<file path="src/rtl/bridge_regs_pkg.sv">
package bridge_regs_pkg;

    localparam int unsigned DATA_W    = 32;
    localparam int unsigned NUM_WORDS = 28;
    localparam int unsigned IDX_W     = $clog2(NUM_WORDS);
    localparam int unsigned WIN_BYTES = NUM_WORDS * 4;

    // Word indices whose behaviour other logic depends on
    localparam logic [IDX_W-1:0] W_GENCFG  = IDX_W'(1);
    localparam logic [IDX_W-1:0] W_EN_SET  = IDX_W'(12);
    localparam logic [IDX_W-1:0] W_EN_CLR  = IDX_W'(13);
    localparam logic [IDX_W-1:0] W_EN      = IDX_W'(14);
    localparam logic [IDX_W-1:0] W_STATUS  = IDX_W'(15);
    localparam int unsigned      SRST_BIT  = 2;

    typedef enum logic [1:0] {
        K_PLAIN,
        K_ALIAS_SET,
        K_ALIAS_CLR,
        K_READ_ONLY
    } word_kind_e;

    typedef struct packed {
        logic              wr;
        logic [IDX_W-1:0]  idx;
        logic [DATA_W-1:0] data;
    } wr_req_t;

    function automatic word_kind_e kind_of(input logic [IDX_W-1:0] idx);
        if (idx == W_EN_SET)                    return K_ALIAS_SET;
        if (idx == W_EN_CLR)                    return K_ALIAS_CLR;
        if (idx == W_EN || idx == W_STATUS)     return K_READ_ONLY;
        return K_PLAIN;
    endfunction

    function automatic logic [DATA_W-1:0] reset_value(input int unsigned idx);
        case (idx)
            0:       return 32'h0000_0C40;
            1:       return 32'h0000_1384;
            2:       return 32'h2BFF_8010;
            3:       return 32'h255E_0091;
            4:       return 32'h0000_6140;
            7:       return 32'h0000_01FF;
            8:       return 32'h0000_01FF;
            26:      return 32'h0000_0008;
            27:      return 32'h1000_0000;
            default: return '0;
        endcase
    endfunction

endpackage

</file>
<file path="src/rtl/bridge_regs_decode.sv">
module bridge_regs_decode
    import bridge_regs_pkg::*;
#(
    parameter int unsigned       ADDR_W    = 12,
    parameter logic [ADDR_W-1:0] BASE_ADDR = 12'h100
) (
    input  logic [ADDR_W-1:0] addr,
    output logic              hit,
    output logic [IDX_W-1:0]  idx
);
    localparam logic [ADDR_W-1:0] WIN_LIMIT = ADDR_W'(WIN_BYTES);

    logic [ADDR_W-1:0] offset;
    logic              unused_byte_lanes;

    always_comb begin
        offset = addr - BASE_ADDR;
        hit    = (addr >= BASE_ADDR) && (offset < WIN_LIMIT);
        idx    = offset[IDX_W+1:2];
    end

    assign unused_byte_lanes = ^offset[1:0];

    always_comb begin
        a_r2_idx_in_range: assert (!hit || (idx < IDX_W'(NUM_WORDS)));
    end
endmodule

</file>
<file path="src/rtl/bridge_regs_irqen.sv">
module bridge_regs_irqen
    import bridge_regs_pkg::*;
(
    input  logic              clk,
    input  logic              rst,
    input  wr_req_t           req,
    output logic [DATA_W-1:0] en
);
    logic do_set, do_clr;

    always_comb begin
        do_set = req.wr && (kind_of(req.idx) == K_ALIAS_SET);
        do_clr = req.wr && (kind_of(req.idx) == K_ALIAS_CLR);
    end

    always_ff @(posedge clk) begin
        if (rst)         en <= '0;
        else if (do_set) en <= en | req.data;
        else if (do_clr) en <= en & ~req.data;
    end

    a_r4_set_merges: assert property (@(posedge clk) disable iff (rst)
        do_set |=> (((en & $past(req.data)) == $past(req.data)) &&
                    (($past(en) & ~en) == '0)));

    a_r5_clr_removes: assert property (@(posedge clk) disable iff (rst)
        do_clr |=> (((en & $past(req.data)) == '0) &&
                    ((en & ~$past(en)) == '0)));

    a_r6_en_hold: assert property (@(posedge clk) disable iff (rst)
        !(do_set || do_clr) |=> $stable(en));
endmodule

</file>
<file path="src/rtl/bridge_regs_softrst.sv">
module bridge_regs_softrst
    import bridge_regs_pkg::*;
(
    input  logic              clk,
    input  logic              rst,
    input  wr_req_t           req,
    input  logic [DATA_W-1:0] gencfg_q,
    output logic              reset_req
);
    logic gen_wr, rising;

    always_comb begin
        gen_wr = req.wr && (req.idx == W_GENCFG);
        rising = gen_wr && !gencfg_q[SRST_BIT] && req.data[SRST_BIT];
    end

    always_ff @(posedge clk) begin
        if (rst) reset_req <= 1'b0;
        else     reset_req <= rising;
    end

    a_r7_pulse_on_rise: assert property (@(posedge clk) disable iff (rst)
        (gen_wr && !gencfg_q[SRST_BIT] && req.data[SRST_BIT]) |=> reset_req);

    a_r7_single_cycle: assert property (@(posedge clk) disable iff (rst)
        reset_req |=> !reset_req);

    a_r8_no_pulse_when_set: assert property (@(posedge clk) disable iff (rst)
        (gen_wr && gencfg_q[SRST_BIT]) |=> !reset_req);

    a_r8_no_pulse_idle: assert property (@(posedge clk) disable iff (rst)
        !gen_wr |=> !reset_req);
endmodule

</file>
<file path="src/rtl/bridge_regs.sv">
module bridge_regs
    import bridge_regs_pkg::*;
#(
    parameter int unsigned       ADDR_W    = 12,
    parameter logic [ADDR_W-1:0] BASE_ADDR = 12'h100
) (
    input  logic              clk,
    input  logic              rst,
    input  logic [ADDR_W-1:0] bus_addr,
    input  logic              bus_we,
    input  logic [DATA_W-1:0] bus_wdata,
    output logic [DATA_W-1:0] bus_rdata,
    output logic              reset_req
);
    logic              hit;
    logic [IDX_W-1:0]  idx;
    wr_req_t           req;
    logic [DATA_W-1:0] en;
    logic [DATA_W-1:0] store [NUM_WORDS];

    bridge_regs_decode #(
        .ADDR_W    (ADDR_W),
        .BASE_ADDR (BASE_ADDR)
    ) u_decode (
        .addr (bus_addr),
        .hit  (hit),
        .idx  (idx)
    );

    always_comb begin
        req.wr   = bus_we && hit;
        req.idx  = idx;
        req.data = bus_wdata;
    end

    // Plain words and both aliases keep the written value; read-only slots never change
    always_ff @(posedge clk) begin
        if (rst) begin
            for (int i = 0; i < NUM_WORDS; i++) store[i] <= reset_value(i);
        end else if (req.wr && (kind_of(req.idx) != K_READ_ONLY)) begin
            store[req.idx] <= req.data;
        end
    end

    bridge_regs_irqen u_irqen (
        .clk (clk),
        .rst (rst),
        .req (req),
        .en  (en)
    );

    bridge_regs_softrst u_softrst (
        .clk       (clk),
        .rst       (rst),
        .req       (req),
        .gencfg_q  (store[W_GENCFG]),
        .reset_req (reset_req)
    );

    always_ff @(posedge clk) begin
        if (rst)               bus_rdata <= '0;
        else if (!hit)         bus_rdata <= '0;
        else if (idx == W_EN)  bus_rdata <= en;
        else                   bus_rdata <= store[idx];
    end

    a_r9_outside_reads_zero: assert property (@(posedge clk) disable iff (rst)
        !hit |=> (bus_rdata == '0));

    a_r6_status_reads_zero: assert property (@(posedge clk) disable iff (rst)
        (hit && idx == W_STATUS) |=> (bus_rdata == '0));

    a_r3_plain_write_lands: assert property (@(posedge clk) disable iff (rst)
        (req.wr && kind_of(req.idx) == K_PLAIN) |=>
            (store[$past(req.idx)] == $past(req.data)));
endmodule

</file>
<file path="config.mk">
export PLATFORM = sky130hd
export DESIGN_NAME = bridge_regs
export DESIGN_NICKNAME = d
export VERILOG_FILES = /design/src/rtl/bridge_regs_pkg.sv /design/src/rtl/bridge_regs_decode.sv /design/src/rtl/bridge_regs_irqen.sv /design/src/rtl/bridge_regs_softrst.sv /design/src/rtl/bridge_regs.sv
export SDC_FILE = /design/constraint.sdc
export NUM_CORES = 1
export LEC_CHECK = 0
export BUFFER_PORTS_ARGS = -buffer_cell sky130_fd_sc_hd__buf_2
export CAP_MARGIN = 20
export CELL_PAD_IN_SITES_DETAIL_PLACEMENT = 1
export CELL_PAD_IN_SITES_GLOBAL_PLACEMENT = 1
export CORE_MARGIN = 10
export CORE_UTILIZATION = 35
export CTS_CLUSTER_DIAMETER = 50
export DETAILED_ROUTE_END_ITERATION = 10
export PLACE_DENSITY = 0.68
export SKIP_CTS_REPAIR_TIMING = 1
export SYNTH_ARGS = -nofsm -noshare
export SYNTH_HDL_FRONTEND = slang
export SYNTH_HIERARCHICAL = 1
export SYNTH_SLANG_ARGS = --single-unit
</file>
<file path="constraint.sdc">
create_clock -name clk -period 4.1 [get_ports clk]
set_input_delay 0.615 -clock clk [delete_from_list [all_inputs] [get_ports clk]]
set_output_delay 0.615 -clock clk [all_outputs]
set_load 0.05 [all_outputs]
</file>
After elaboration in Yosys (flattened, before gate mapping):

Memories as Yosys holds them, arrays and structs flattened.
Cells that the tools add are included.

* logic and storage cells: 74
* register bits after elaboration: 65
* memories: 1
* output and inout port bits: 33
* bits of input ports: 47
* bits in writable memories: 896

* add/subtract/negate cells: 1
* mux-type cells: 42
* eq/ne operators: 8
* magnitude comparators: 2
* bitwise operators: 4
* reductions and logical operators: 13

Memory list
* store: words 28, width 32, rd ports 2, clocked after Yosys merged registers in 0, wr ports 28, line bridge_regs.sv:19 `logic [DATA_W-1:0] store [NUM_WORDS];`

Operators with widths (count)
* 32-bit 2-to-1 mux: 13
* 32-bit AND: 1
* 32-bit inverter: 1
* 32-bit OR: 1
* 32-bit OR reduction: 1
* 5-bit by 4-bit == test with 1-bit output (second input constant): 4
* 2-bit 2-to-1 mux: 10
* 1-bit 2-to-1 mux: 18
* 12-bit by 9-bit >= comparator with 1-bit output (second input constant): 1
* 12-bit by 7-bit < comparator with 1-bit output (second input constant): 1
* 12-bit by 9-bit subtractor with 12-bit output (second input constant): 1
* 1-bit logical AND: 8
* 5-bit by 1-bit == test with 1-bit output (second input constant): 1
* 5-bit 2-to-1 mux: 1
* 2-bit by 1-bit == test with 1-bit output (second input constant): 1
* 2-bit == test (second input constant): 1
* 2-bit != test (second input constant): 1
* 2-bit nonzero test: 1
* 2-bit OR reduction: 1
* 1-bit logical NOT: 1
* 1-bit logical OR: 1
* 1-bit inverter: 1

Depth between registers and ports, before layout:

* word-level depth: 20
* mapped depth: 11
* gate-level depth less buffers: 7

Modules after synthesis:

The synthesis kept the hierarchy.

By module, submodules not included
* bridge_regs: instances 1, cells each 2991, sequential area each 30549.3 um^2, area each 44986.9 um^2
* bridge_regs_irqen: instances 1, cells each 116, sequential area each 640.6 um^2, area each 1470.2 um^2
* bridge_regs_decode: instances 1, cells each 7, sequential area each 0.0 um^2, area each 56.3 um^2
* bridge_regs_softrst: instances 1, cells each 4, sequential area each 20.0 um^2, area each 52.6 um^2

Least setup slack after synthesis:

OpenSTA, ideal clock, no wires.

* path kind: in2reg
* start point: in bus_addr[7]
* end point: mem store[28][0] (enable)
* data required time: 3.679 ns
* data arrival time: 3.839 ns
* library setup time: 0.421 ns
* stages: 10
* path slack: -0.160 ns
* buffers on the path: 4
* path through: or4b_1 a311oi_1 nor2b_1 buf_2 nand2_1 or3_1 buf_2 buf_6 buf_2 nor2_1

RTL lines
* from (decl): line bridge_regs.sv:9 `input logic [ADDR_W-1:0] bus_addr,`
* to (decl): line bridge_regs.sv:19

Worst setup path in the final report:

* start point: in bus_addr[5]
* end point: reg bus_rdata[28]

* word-level cells in the longest chain between the ends: 5
* elaborated cells on any way between the ends: 9
* classes of those cells: add/sub (1); order compare (2); eq/ne (1); mux (1); bitwise (1); reduce/logical (2); memory (1)

Ends and longest elaborated chain
* 12-bit by 9-bit subtractor with 12-bit output: line bridge_regs_decode.sv:17 `offset = addr - BASE_ADDR;`
* 12-bit by 7-bit < comparator with 1-bit output: line bridge_regs_decode.sv:18 `hit = (addr >= BASE_ADDR) && (offset < WIN_LIMIT);`
* 1-bit logical AND: line bridge_regs_decode.sv:18
* 1-bit inverter (no source line)
* 2-bit OR reduction (no source line)
* to (signal assigned): line bridge_regs.sv:63 `else if (idx == W_EN) bus_rdata <= en;`
* to (signal assigned): line bridge_regs.sv:64 `else bus_rdata <= store[idx];`
* to (decl): line bridge_regs.sv:12 `output logic [DATA_W-1:0] bus_rdata,`

Parallel ways exist; a longest one is shown, timed or not.
A chain may end at the register's enable or synchronous reset.

==> impl_results.md <==
* Status: completed
* Vias in the first global route at between 20000 and 30000
* Synth Area in Simple Gates at between 10 and 15%
* Post-route cell area at 53950 um^2
* Largest net degree at the start of global routing at 82
* Setup TNS at 0 ps
* Worst-Skew Late Latency at around 700 ps
* Final WL at 137.0 mm
* Post-synth top flop: edfxtp_1
* Core Area at 131800 um^2
* Num CTS Buffers at 121
* PD cells at between 400 and 500 nW/um^2
* Adder-Cell Fraction of Synth Area at 0%
* Critical Path Sink Type: flop
* First-pass GRT wire length at approximately 200 mm
* Worst slew margin at about 29%
* Avg WL per Cell at about 27 um
* Unrepaired setup endpoints after global routing: false
* Area of the multi-input gates at around 14000 um^2
* Post-Syn Instances at between 3000 and 4000
* Initial core utilization at 35.33%
* Crit start category: primary input
* DR vias at between 20000 and 30000
* CP max FO at 9
* RePlAce Congestion at just under 0.8
* Mapped Area at around 47000 um^2
* Longest Clk Path Bufs at 3
* TritonCTS clock tree: done
* DRC violations left at 0
* Area growth from synthesis to layout at 15.86%
* Vias per Instance at approximately 5.4
* Chip height at around 380 um
* GRT Overall Usage at 18.05%
* WS Path Type: primary input to flop
* Worst path max stage delay at 710 ps
* Number of synthesized flops with an enable pin at approximately 1000
* Root buffer cell: clkbuf_16
* Mean area per synthesized cell at around 15 um^2
* Synth area leaders: edfxtp_1, and2_1, mux2i_1
* Met1 Use GR at 24.32%
* HPWL Detailed at roughly 85 mm
* Share of the synthesized area in the top cell type at 64.23%
* Final Hold Vio Count at 0
* WP data arrival at 3470 ps
* Initial antenna violation count at 5
* Tcrit/Tclk final at 71.29%
* Synth Area in XOR/XNOR at 0%
* GR peak layer: met2
* HP Class: primary input to flop
* Seq. cell area at around 31000 um^2
* Max-cap violations at 0
* Layout Nets at between 3000 and 4000
* Post-synth top area cell: edfxtp_1
* Grt met2 use at ~30%
* Layout cells sized above 1 at roughly a fifth
* Peak Freq at around 340 MHz
* CP max-delay cell: nor2b_1
* H-tree Lvls at 3
* Die width at ~380 um
* Die Area at ~150000 um^2
* # rows at around 130
* Layout Utilization at between 40% and 50%
* Area after DPL at roughly 50000 um^2
* Global Route met3 Usage at 2.179%
* Clock tree sinks at 1061
* Clock transition at the registers of the reported paths at around 60 ps
* Synth Area in Compound Gates at approximately 5.4%
* Tmin final at 2923 ps
* Flop and latch count out of synthesis at around 1100
* VDD IR max at 0.0003414 V
* Clk_skew at between 20 and 25 ps
* Worst-margin pin slew at 1067 ps
* I/O pin total at 80
* Post-synth ARST share at 0%
* Congestion Overflow GR at 0
* Final ANT Viol Nets at 0
* Yosys cell types at between 50 and 60
* Max Slew Vio Count at 0
* Sequential share of the synthesized area at approximately two thirds
* Fillers at 13280
* Setup-failing EPs final at 0
* Largest family of logic cells by synthesized area: simple AND/OR/NAND/NOR gates
* Number of I/O port buffers at 77
* Most used cell, CP: buf_4
* Initial DRC count at 2338
* Pre-antenna DRT Iters at 5
* Total power at around 25 mW
* Synth warn at 6
* Leak at approximately 19 nW
* Proportion of synthesized area in mux cells at 10.95%
* Worst Path Required at between 4000 and 5000 ps
* Hold WS at ~380 ps
* Cell chain of the critical path: buf_2, nor2b_1, nand3b_1, buf_4, o22ai_1, nor4_1, buf_4, a41oi_1
## path summary, 6_finish.rpt
check,endpoint,slack (ps),depth (start not counted),from
setup / recovery,bus_rdata[28],1180,8,bus_addr[5]
hold / removal,store[15][13],380,1,rst
setup reg to reg,bus_rdata[24],1960,4,store[11][24]
hold reg to reg,flop,570,2,flop
## placed cells by master, fill, tap and decap left out, drive strengths merged, types with 3 or more instances in the layout
master and n:
edfxtp 996, and2 781, mux2i 273, buf 261, clkbuf 147, o22ai 112
mux4 105, nand2 90, dfxtp 65, or3 59, clkinv 41, nor2 40
a31oi 36, conb 36, o21ai 33, a311oi 33, nor4 32, or2 31
o211ai 26, a22o 26, a41oi 26, bufinv 18, clkinvlp 10, inv 10
a22oi 8, a21oi 6, nor2b 5, nand2b 4, o32ai 4, nand3 4
nor3 4, or4b 3, o221ai 3, a221oi 3
## area by class of cell
class | count | area share, %
flip-flops and latches | 1061 | 57.85
multi-input cells | 1799 | 26.45
clock buffers | 147 | 5.928
well taps | 1755 | 4.070
repair buffers | 261 | 3.989
clock inverters | 78 | 1.693
diodes | 2 | 0.009277
inverters | 1 | 0.006958
## synth_stat cells, types with 4 or more instances
| cell | n |
|---|---|
| o22ai_1 | 112 |
| a41oi_2 | 10 |
| clkbuf_1 | 192 |
| nor2b_1 | 5 |
| buf_1 | 4 |
| mux4_2 | 105 |
| a41oi_1 | 16 |
| buf_6 | 8 |
| nand2_1 | 89 |
| nor2_1 | 37 |
| o32ai_1 | 4 |
| nand2b_1 | 4 |
| or2_2 | 31 |
| nor4_1 | 31 |
| dfxtp_1 | 65 |
| a311oi_2 | 30 |
| a31oi_1 | 36 |
| a21oi_1 | 6 |
| buf_4 | 12 |
| and2_1 | 779 |
| mux2i_1 | 273 |
| a22o_1 | 26 |
| o21ai_0 | 33 |
| clkbuf_2 | 4 |
| o211ai_1 | 26 |
| a22oi_1 | 8 |
| buf_2 | 69 |
| or3_1 | 59 |
| edfxtp_1 | 996 |
## cell families after synthesis
group / Yosys count
buf+inv: 293
other cells: 1
flops: 1061
compound gates: 321
simple gates: 1064
mux: 378
## routing by layer
layer / share of wire (%) / vias up / wire (um)
met5: 0.0080 / - / 11
met4: 3.7 / 2 / 5077
met3: 4.9 / 210 / 6659
met2: 48 / 842 / 66060
met1: 43 / 14560 / 59170
li1: - / 11870 / -
## through the flow
step	setup WS [ps]	instances
after detailed placement	506.1	4877
after CTS	1241	5102
after floorplan	76.68	3153
after global placement	590.2	4877
after global routing	1108	5102
final	1177	5104
## sequential cells by signal (all words and copies together), names as in the netlist, named ones only
name / flops
bus_rdata: 32
u_softrst/reset_req: 1
store: 996
## critical path: cells and delay by family
family,cells,cell delay [ps]
AOI/OAI and AO/OA,2,650
buffers and inverters,3,710
and+or+nand+nor,3,1490
## where the power goes
| part | internal (mW) | switching [mW] | leakage [nW] |
|---|---|---|---|
| Combinational | 0.513 | 1.01 | 6.95 |
| Sequential | 12.3 | 0.127 | 9.95 |
| Clock | 6.68 | 4.50 | 1.99 |
| Total | 19.5 | 5.63 | 18.9 |
No activity file was read; power rests on OpenSTA's default activity.
